### src/rtl/bus_own_pkg.sv
package bus_own_pkg;
  localparam int unsigned REQ_LINES = 2;
  localparam int unsigned ID_W      = 2;
  localparam int unsigned PIN_GRPS  = 4;

  typedef enum logic [1:0] {
    GRP_ADDR = 2'd0,
    GRP_DATA = 2'd1,
    GRP_SEL  = 2'd2,
    GRP_STRB = 2'd3
  } pin_grp_e;

  localparam logic [ID_W-1:0] ID_SOLO  = 2'b00;
  localparam logic [ID_W-1:0] ID_LINE0 = 2'b01;
  localparam logic [ID_W-1:0] ID_LINE1 = 2'b10;
endpackage

### src/rtl/bus_own_sync.sv
module bus_own_sync #(
  parameter int unsigned WIDTH  = 3,
  parameter int unsigned STAGES = 2
) (
  input  logic             clk,
  input  logic             rst_n,
  input  logic [WIDTH-1:0] din,
  output logic [WIDTH-1:0] dout
);
  logic [WIDTH-1:0] stage_q [STAGES];

  always_ff @(posedge clk or negedge rst_n) begin
    if (!rst_n) stage_q[0] <= '0;
    else        stage_q[0] <= din;
  end

  for (genvar s = 1; s < STAGES; s++) begin : g_stage
    always_ff @(posedge clk or negedge rst_n) begin
      if (!rst_n) stage_q[s] <= '0;
      else        stage_q[s] <= stage_q[s-1];
    end
  end

  assign dout = stage_q[STAGES-1];
endmodule

### src/rtl/bus_own_peer.sv
module bus_own_peer
  import bus_own_pkg::*;
(
  input  logic                 clk,
  input  logic                 rst_n,
  input  logic [ID_W-1:0]      node_id_i,
  input  logic [REQ_LINES-1:0] req_sync_i,
  input  logic                 core_req_i,
  input  logic                 host_hold_i,
  output logic                 is_master_o,
  output logic [REQ_LINES-1:0] req_o,
  output logic [REQ_LINES-1:0] req_oe_o
);
  logic            run_q, run_d;
  logic [ID_W-1:0] id_q, id_d;
  logic            own_req_q, own_req_d;
  logic            master_q, master_d;
  logic            solo, own_idx, other_idx, other_s, id_en;

  assign solo      = (id_q != ID_LINE0) && (id_q != ID_LINE1);
  assign own_idx   = (id_q == ID_LINE1);
  assign other_idx = ~own_idx;
  assign other_s   = req_sync_i[other_idx];
  assign id_en     = ~run_q;

  always_comb begin
    run_d     = 1'b1;
    id_d      = id_en ? node_id_i : id_q;
    own_req_d = core_req_i & ~solo;
    master_d  = master_q;
    if (run_q && !solo && !host_hold_i) begin
      if (master_q == own_idx) begin
        if (!own_req_q && other_s) master_d = other_idx;
      end else begin
        if (!other_s && own_req_q) master_d = own_idx;
      end
    end
  end

  always_ff @(posedge clk or negedge rst_n) begin
    if (!rst_n) begin
      run_q     <= 1'b0;
      id_q      <= ID_SOLO;
      own_req_q <= 1'b0;
      master_q  <= 1'b0;
    end else begin
      run_q     <= run_d;
      id_q      <= id_d;
      own_req_q <= own_req_d;
      master_q  <= master_d;
    end
  end

  assign is_master_o = run_q & (solo | (master_q == own_idx));

  for (genvar l = 0; l < REQ_LINES; l++) begin : g_line
    assign req_oe_o[l] = run_q & ~solo & (own_idx == l[0]);
    assign req_o[l]    = req_oe_o[l] & own_req_q;
  end
endmodule

### src/rtl/bus_own_host.sv
module bus_own_host (
  input  logic clk,
  input  logic rst_n,
  input  logic hreq_sync_i,
  input  logic host_req_i,
  input  logic host_cs_i,
  input  logic cfg_rdy_active_i,
  input  logic is_master_i,
  input  logic core_req_i,
  input  logic susp_q_i,
  output logic granted_o,
  output logic host_hold_o,
  output logic hgrant_oe_o,
  output logic rdy_o,
  output logic rdy_oe_o
);
  logic granted_q, granted_d;
  logic core_quiet, rdy_sel, rdy_val;

  assign core_quiet = ~core_req_i | susp_q_i;

  always_comb begin
    if (granted_q) granted_d = hreq_sync_i;
    else           granted_d = hreq_sync_i & is_master_i & core_quiet;
  end

  always_ff @(posedge clk or negedge rst_n) begin
    if (!rst_n) granted_q <= 1'b0;
    else        granted_q <= granted_d;
  end

  assign granted_o   = granted_q;
  assign host_hold_o = hreq_sync_i | granted_q;
  assign hgrant_oe_o = is_master_i;

  assign rdy_sel  = host_cs_i & host_req_i;
  assign rdy_val  = granted_q;
  assign rdy_oe_o = rdy_sel & (cfg_rdy_active_i | ~rdy_val);
  assign rdy_o    = rdy_sel & cfg_rdy_active_i & rdy_val;
endmodule

### src/rtl/bus_own_pins.sv
module bus_own_pins
  import bus_own_pkg::*;
(
  input  logic                clk,
  input  logic                rst_n,
  input  logic                is_master_i,
  input  logic                granted_i,
  input  logic                suspend_i,
  input  logic                core_req_i,
  output logic                susp_q_o,
  output logic [PIN_GRPS-1:0] grp_oe_o,
  output logic                sdram_oe_o,
  output logic                stall_o
);
  logic susp_q;
  logic own_bus;

  always_ff @(posedge clk or negedge rst_n) begin
    if (!rst_n) susp_q <= 1'b0;
    else        susp_q <= suspend_i;
  end

  assign own_bus = is_master_i & ~granted_i;

  for (genvar g = 0; g < PIN_GRPS; g++) begin : g_grp
    assign grp_oe_o[g] = own_bus & ~susp_q;
  end

  assign sdram_oe_o = is_master_i;
  assign stall_o    = core_req_i & (~own_bus | suspend_i | susp_q);
  assign susp_q_o   = susp_q;
endmodule

### src/rtl/bus_own_arb.sv
module bus_own_arb
  import bus_own_pkg::*;
#(
  parameter int unsigned SYNC_STAGES = 2
) (
  input  logic       clk,
  input  logic       rst_n,
  input  logic [1:0] node_id_i,
  input  logic       cfg_rdy_active_i,
  input  logic [1:0] bus_req_i,
  output logic [1:0] bus_req_o,
  output logic [1:0] bus_req_oe_o,
  input  logic       host_req_i,
  input  logic       host_cs_i,
  output logic       hgrant_o,
  output logic       hgrant_oe_o,
  input  logic       suspend_i,
  input  logic       core_req_i,
  output logic       core_stall_o,
  output logic       addr_oe_o,
  output logic       data_oe_o,
  output logic       sel_oe_o,
  output logic       strb_oe_o,
  output logic       sdram_oe_o,
  output logic       rdy_o,
  output logic       rdy_oe_o
);
  localparam int unsigned SYNC_W = REQ_LINES + 1;

  logic [SYNC_W-1:0]   sync_out;
  logic                is_master, granted, host_hold, susp_q;
  logic [PIN_GRPS-1:0] grp_oe;

  bus_own_sync #(.WIDTH(SYNC_W), .STAGES(SYNC_STAGES)) u_sync (
    .clk  (clk),
    .rst_n(rst_n),
    .din  ({host_req_i, bus_req_i}),
    .dout (sync_out)
  );

  bus_own_peer u_peer (
    .clk        (clk),
    .rst_n      (rst_n),
    .node_id_i  (node_id_i),
    .req_sync_i (sync_out[REQ_LINES-1:0]),
    .core_req_i (core_req_i),
    .host_hold_i(host_hold),
    .is_master_o(is_master),
    .req_o      (bus_req_o),
    .req_oe_o   (bus_req_oe_o)
  );

  bus_own_host u_host (
    .clk             (clk),
    .rst_n           (rst_n),
    .hreq_sync_i     (sync_out[REQ_LINES]),
    .host_req_i      (host_req_i),
    .host_cs_i       (host_cs_i),
    .cfg_rdy_active_i(cfg_rdy_active_i),
    .is_master_i     (is_master),
    .core_req_i      (core_req_i),
    .susp_q_i        (susp_q),
    .granted_o       (granted),
    .host_hold_o     (host_hold),
    .hgrant_oe_o     (hgrant_oe_o),
    .rdy_o           (rdy_o),
    .rdy_oe_o        (rdy_oe_o)
  );

  bus_own_pins u_pins (
    .clk        (clk),
    .rst_n      (rst_n),
    .is_master_i(is_master),
    .granted_i  (granted),
    .suspend_i  (suspend_i),
    .core_req_i (core_req_i),
    .susp_q_o   (susp_q),
    .grp_oe_o   (grp_oe),
    .sdram_oe_o (sdram_oe_o),
    .stall_o    (core_stall_o)
  );

  assign hgrant_o  = granted;
  assign addr_oe_o = grp_oe[GRP_ADDR];
  assign data_oe_o = grp_oe[GRP_DATA];
  assign sel_oe_o  = grp_oe[GRP_SEL];
  assign strb_oe_o = grp_oe[GRP_STRB];
endmodule

### config.mk
export PLATFORM = sky130hd
export DESIGN_NAME = bus_own_arb
export DESIGN_NICKNAME = d
export VERILOG_FILES = /design/src/rtl/bus_own_pkg.sv /design/src/rtl/bus_own_sync.sv /design/src/rtl/bus_own_peer.sv /design/src/rtl/bus_own_host.sv /design/src/rtl/bus_own_pins.sv /design/src/rtl/bus_own_arb.sv
export SDC_FILE = /design/constraint.sdc
export NUM_CORES = 1
export LEC_CHECK = 0
export ABC_AREA = 1
export BUFFER_PORTS_ARGS = -buffer_cell sky130_fd_sc_hd__buf_2
export CORE_MARGIN = 5
export CORE_UTILIZATION = 30
export CTS_CLUSTER_SIZE = 20
export DETAILED_ROUTE_END_ITERATION = 6
export PLACE_DENSITY = 0.56
export SLEW_MARGIN = 5
export SYNTH_ARGS = -nofsm -noshare
export SYNTH_HDL_FRONTEND = slang
export SYNTH_HIERARCHICAL = 1
export SYNTH_SLANG_ARGS = --single-unit
### constraint.sdc
create_clock -name clk -period 3.3 [get_ports clk]
set_clock_uncertainty 0.15 [all_clocks]
set_input_delay 0.495 -clock clk [delete_from_list [all_inputs] [get_ports clk]]
set_output_delay 0.495 -clock clk [all_outputs]
set_load 0.02 [all_outputs]
## Word level (Yosys, flattened, before mapping)

Index checks and enable logic that the tools add are counted.

| word-level totals | value |
|---|---|
| register bits after elaboration | 13 |
| input bits | 11 |
| output and inout port bits | 14 |
| logic and storage cells | 59 |

| cells by class | value |
|---|---|
| order comparisons | 1 |
| equal/unequal tests | 5 |
| mux-type cells | 6 |
| bitwise gates (word level) | 28 |
| reduce and logical (&&, ||, !) cells | 11 |

Operators with widths:

| cell | count |
|---|---|
| bitwise AND 1 bit | 16 |
| two-way mux 1 bit | 6 |
| NOT 1 bit | 6 |
| OR 1 bit | 6 |
| logical AND 1 bit | 5 |
| zero test 1 bit | 4 |
| != test 2 bit, second input constant | 2 |
| AND reduction 3 bit | 1 |
| == test 2 bit, second input constant | 1 |
| < comparator 1 x 2 -> 1 bit, second input constant | 1 |
| != test 2 x 1 -> 1 bit, second input constant | 1 |
| nonzero test 2 bit | 1 |
| == test 1 bit | 1 |

## Longest topological paths before layout

| logic depth | value |
|---|---|
| depth in word-level cells | 9 |
| mapped depth | 12 |
| depth with buffers taken out | 12 |

## Hierarchy

Netlist, hierarchy kept.

Modules (own cells, without submodules):

| module | instances | cells an instance | area an instance (um^2) | sequential area each (um^2) |
|---|---|---|---|---|
| bus_own_peer | 1 | 46 | 317.8 | 125.1 |
| bus_own_sync | 1 | 9 | 172.7 | 150.1 |
| bus_own_host | 1 | 15 | 95.1 | 25.0 |
| bus_own_pins | 1 | 11 | 82.6 | 25.0 |

## Worst setup path before layout

OpenSTA, ideal clock, no wires.

| path | value |
|---|---|
| path kind | register to output |
| start | reg u_peer.id_q[0] |
| end | out data_oe_o |
| arrival | 2.030 ns |
| data required time | 2.655 ns |
| setup slack | 0.625 ns |
| stages on the path, launching flop included | 11 |
| buffers on the path | 1 |
| path through | dfrtp_1 inv_1 ha_1 inv_2 nand2_1 nand2_2 nand2_1 nand2_1 inv_1 nor3b_1 buf_4 |

| on the way | value |
|---|---|
| word-level cells in the longest chain between the ends | 6 |
| elaborated cells between the ends (all ways) | 9 |
| classes of those cells | 4 x eq/ne; 4 x bitwise; 1 x reduce/logical |

Ends and longest elaborated chain:

| item | line | RTL |
|---|---|---|
| start, declared | bus_own_peer.sv:15 | `logic [ID_W-1:0] id_q, id_d;` |
| start signal, assigned | bus_own_peer.sv:48 | `id_q <= id_d;` |
| == test 2 bit (tied with other cells) | bus_own_peer.sv:21 | `assign own_idx = (id_q == ID_LINE1);` |
| == test 1 bit or logical AND 1 bit (tied branches) | bus_own_peer.sv:54, bus_own_peer.sv:20 |  |
| OR 1 bit (*) | bus_own_peer.sv:54 | `assign is_master_o = run_q & (solo \| (master_q == own_idx));` |
| bitwise AND 1 bit (*) | bus_own_peer.sv:54 |  |
| named net is_master | bus_own_arb.sv:31 | `logic is_master, granted, host_hold, susp_q;` |
| bitwise AND 1 bit (*) | bus_own_pins.sv:23 | `assign own_bus = is_master_i & ~granted_i;` |
| bitwise AND 1 bit (*) | n/a |  |
| end, declared | bus_own_arb.sv:21 | `output logic data_oe_o,` |

Mark *: on every way through the listed nets, which the timed path passes. The rest lies on a longest branch.

## Final worst setup path

| path | value |
|---|---|
| start | reg u_peer.id_q[0] |
| end | out sel_oe_o |

| on the way | value |
|---|---|
| word-level cells in the longest chain between the ends | 6 |
| elaborated cells between the ends (all ways) | 9 |
| classes of those cells | 4 x eq/ne; 4 x bitwise; 1 x reduce/logical |

Ends and longest elaborated chain:

| item | line | RTL |
|---|---|---|
| == test 2 bit (tied with other cells) | bus_own_peer.sv:21 |  |
| == test 1 bit or logical AND 1 bit (tied branches) | bus_own_peer.sv:54, bus_own_peer.sv:20 |  |
| OR 1 bit (*) | bus_own_peer.sv:54 |  |
| bitwise AND 1 bit (*) | bus_own_peer.sv:54 |  |
| bitwise AND 1 bit (*) | bus_own_pins.sv:23 |  |
| bitwise AND 1 bit (*) | bus_own_pins.sv:26 | `assign grp_oe_o[g] = own_bus & ~susp_q;` |
| end, declared | bus_own_arb.sv:22 | `output logic sel_oe_o,` |

Mark *: on every way between the ends. The rest lies on a longest branch, timed or not.

==> impl_metrics.yaml <==
outcome:
  status: "complete, no violations"
synth:
  synth.top_cell.area_share: 0.487
  synth_ff_type: "dfrtp_1"
  yosysWarnings: 6
  synth_fp_nets: 93
  netlist-cell-type-count: 19
  synth_area_per_cell_sq_um: 8.25
  yosysSeqAreaShare: 0.487
  yosysTopAreaCell: "dfrtp_1"
  synthCells: 81
  synthArstFlopShare: 1.00
  synth_edf_count: 0
  synth.area.top_cells: "dfrtp_1, nand2_1, buf_4, inv_1, nand3_1"
  synth_seq_cells: 13
  syn-cell-area_sq_um: 668
power:
  p_clk_frac: 0.220
  cellLeakagePower_uw: 0.000459
  p_sw_uw: 145
  p_int_uw: 269
  p_per_area_nw_per_um2: 517
  pwr-share-seq: 0.461
  vdd_ir_drop_max_v: 0.000223
  combPwrFrac: 0.319
  swShare: 0.351
cts:
  cts.clk_slew.worst_paths_ps: 70
  cts_setup_buffers: 0
  numCtsBuffers: 3
  h-tree-depth: 1
  clockBufferDepth: 2
  insertion_delay_ps: 260
  post_cts_resized: 0
  cts_root_buffer: "clkbuf_4"
  cts_tree: "done"
  clock_sinks: 13
route:
  routed_wl_mm: 1.20
  drtPass1Iterations: 3
  vias_per_cell: 4.07
  drt-initial-drc-count: 5
  ant_nets: 0
  vias: 529
  wl_per_cell_um: 9.20
  drc: 0
placement:
  place_congestion: 0.745
  dp_hpwl_um: 991
  pre_cts_slack_ps: 901
  port_buffers: 24
timing:
  finalCriticalPeriod_ps: 2660
  slew_violations: 0
  setup_tns_ps: 0
  min_period_over_period: 0.806
  final.setup.worst_slack_ps: 639
  setup_viol: 0
  finalHoldViolCount: 0
  fmax_mhz: 376
  rsz0062_at_grt: "no"
setup_path:
  required_ps: 2650
  end_kind: "output pin"
  startpoint: "u_peer/id_q[0]"
  rrSetupSlack_ps: 1670
  critPathKind: "register to output pin"
  critPathMaxFanout: 7
  critPathArrivalTime_ps: 2020
  ff2ff_path_depth: 12
  r2r-end: "u_host/granted_o"
  start_kind: "register"
  crit_end: "sel_oe_o"
  r2r_start: "u_peer/id_q[0]"
hold_path:
  hold_class: "input pin to register"
finish:
  synthToLayoutAreaGrowth_pct: 19.7
  drive_above_1_share: 0.333
  diodes: 0
  final_util: 0.369
  nNetsFinal: 115
grt:
  grt_pass1_wl_mm: 2.14
  grt.total_usage: 0.0799
  grt_pass1_vias: 550
  antenna_found_initial: 0
  overflow: 0
  grt_max_degree: 14
run:
  max_cap_viol_count: 0
floorplanning:
  die_h_um: 57.2
  die_area_sq_um: 3270
  core-area_sq_um: 2170
  die_w_um: 57.2
  io_pins: 25
  start_util: 0.308
  rows: 17
[power groups by stage]
stage | registers (uW) | clock network [uW] | logic, uW
3_5_place_dp | 194 | 0 | 133
5_1_grt | 193 | 100 | 151
4_1_cts | 191 | 95.0 | 134
6_report | 191 | 90.8 | 132
2_1_floorplan | 193 | 0 | 107
3_3_place_gp | 193 | 0 | 130
[sequential cells by signal, indices dropped and copies added, names as in the netlist]
signal,count
u_peer/run_q,1
u_sync/stage_q,3
u_sync/dout,3
u_peer/id_q,2
u_peer/own_req_q,1
u_peer/master_q,1
u_host/granted_o,1
u_pins/susp_q_o,1
[cell usage after synthesis, types with 2 or more instances]
cell	n
buf_4	8
nand2_1	20
nand3_1	6
nand2_2	3
inv_1	12
nor3_1	2
dfrtp_1	13
nor2_1	6
[final cells by class]
cell class              count  area (sq um)
flip-flops and latches     13           325
multi-input cells          46           230
clock buffers               4          26.3
repair buffers             25           130
well taps                  28          35.0
fillers                   234          1370
inverters                  14          52.6
[per-stage QoR]
step / area, sq um / total power, uW / hold WS (ps) / std cells
6_report: 800 / 414 / 185 / 130
5_1_grt: 800 / 444 / 177 / 130
4_1_cts: 800 / 420 / 177 / 130
3_5_place_dp: 763 / 327 / 190 / 125
3_3_place_gp: 763 / 323 / 184 / 125
2_1_floorplan: 668 / 300 / 49.4 / 81
[worst min path at each step]
| stage | from | slack (ps) | to | depth (start not counted) |
|---|---|---|---|---|
| 2_1_floorplan | rst_n | 50 | u_host/granted_o | 0 |
| 3_3_place_gp | u_sync/stage_q[5] | 180 | u_sync/dout[2] | 0 |
| 3_5_place_dp | u_sync/stage_q[4] | 190 | u_sync/dout[1] | 0 |
| 4_1_cts | bus_req_i[0] | 180 | u_sync/stage_q[3] | 1 |
| 5_1_grt | bus_req_i[0] | 180 | u_sync/stage_q[3] | 1 |
| 6_report | bus_req_i[0] | 190 | u_sync/stage_q[3] | 1 |
[logic make-up after synthesis]
kind of cell | after synthesis | share of synthesized area
muxes | 1 | 0.0169
DFF | 13 | 0.487
other | 1 | 0.00561
AOI/OAI and AO/OA | 1 | 0.00748
and+or+nand+nor | 42 | 0.296
adders and majority gates | 1 | 0.0187
buffers and inverters | 22 | 0.169
[repair_timing]
action,in CTS,in global routing
hold endpoints to repair,13,0
hold buffers,1,0
endpoints found under the setup margin,0,0
[critical path, stage by stage, from the launching register on]
cell	delay (ps)
dfrtp_1	360
inv_1	70
ha_1	300
inv_2	100
nand2_1	80
nand2_2	70
nand2_1	60
nand2_1	40
inv_1	100
nor3b_1	320
buf_2	240
[metal layers]
layer / wire (um) / vias up / share of wire / track usage
met2: 642 / 9 / 0.54 / 0.145
met3: 43 / 0 / 0.036 / 0.0136
li1: - / 276 / - / -
met1: 510 / 244 / 0.43 / 0.0931
met5: 0 / - / 0 / 0
met4: 0 / 0 / 0 / 0.0298
[layout by cell type, fill, tap and decap left out, types with 2 or more instances in the layout]
cell type / Yosys / routed
nand2_1: 20 / 20
inv_1: 12 / 12
dfrtp_1: 13 / 13
buf_2: 0 / 24
nand3_1: 6 / 6
nor3_1: 2 / 2
clkbuf_4: 0 / 3
nor2_1: 6 / 6
nand2_2: 3 / 3
Note: power is estimated with default switching activity, not from simulation.
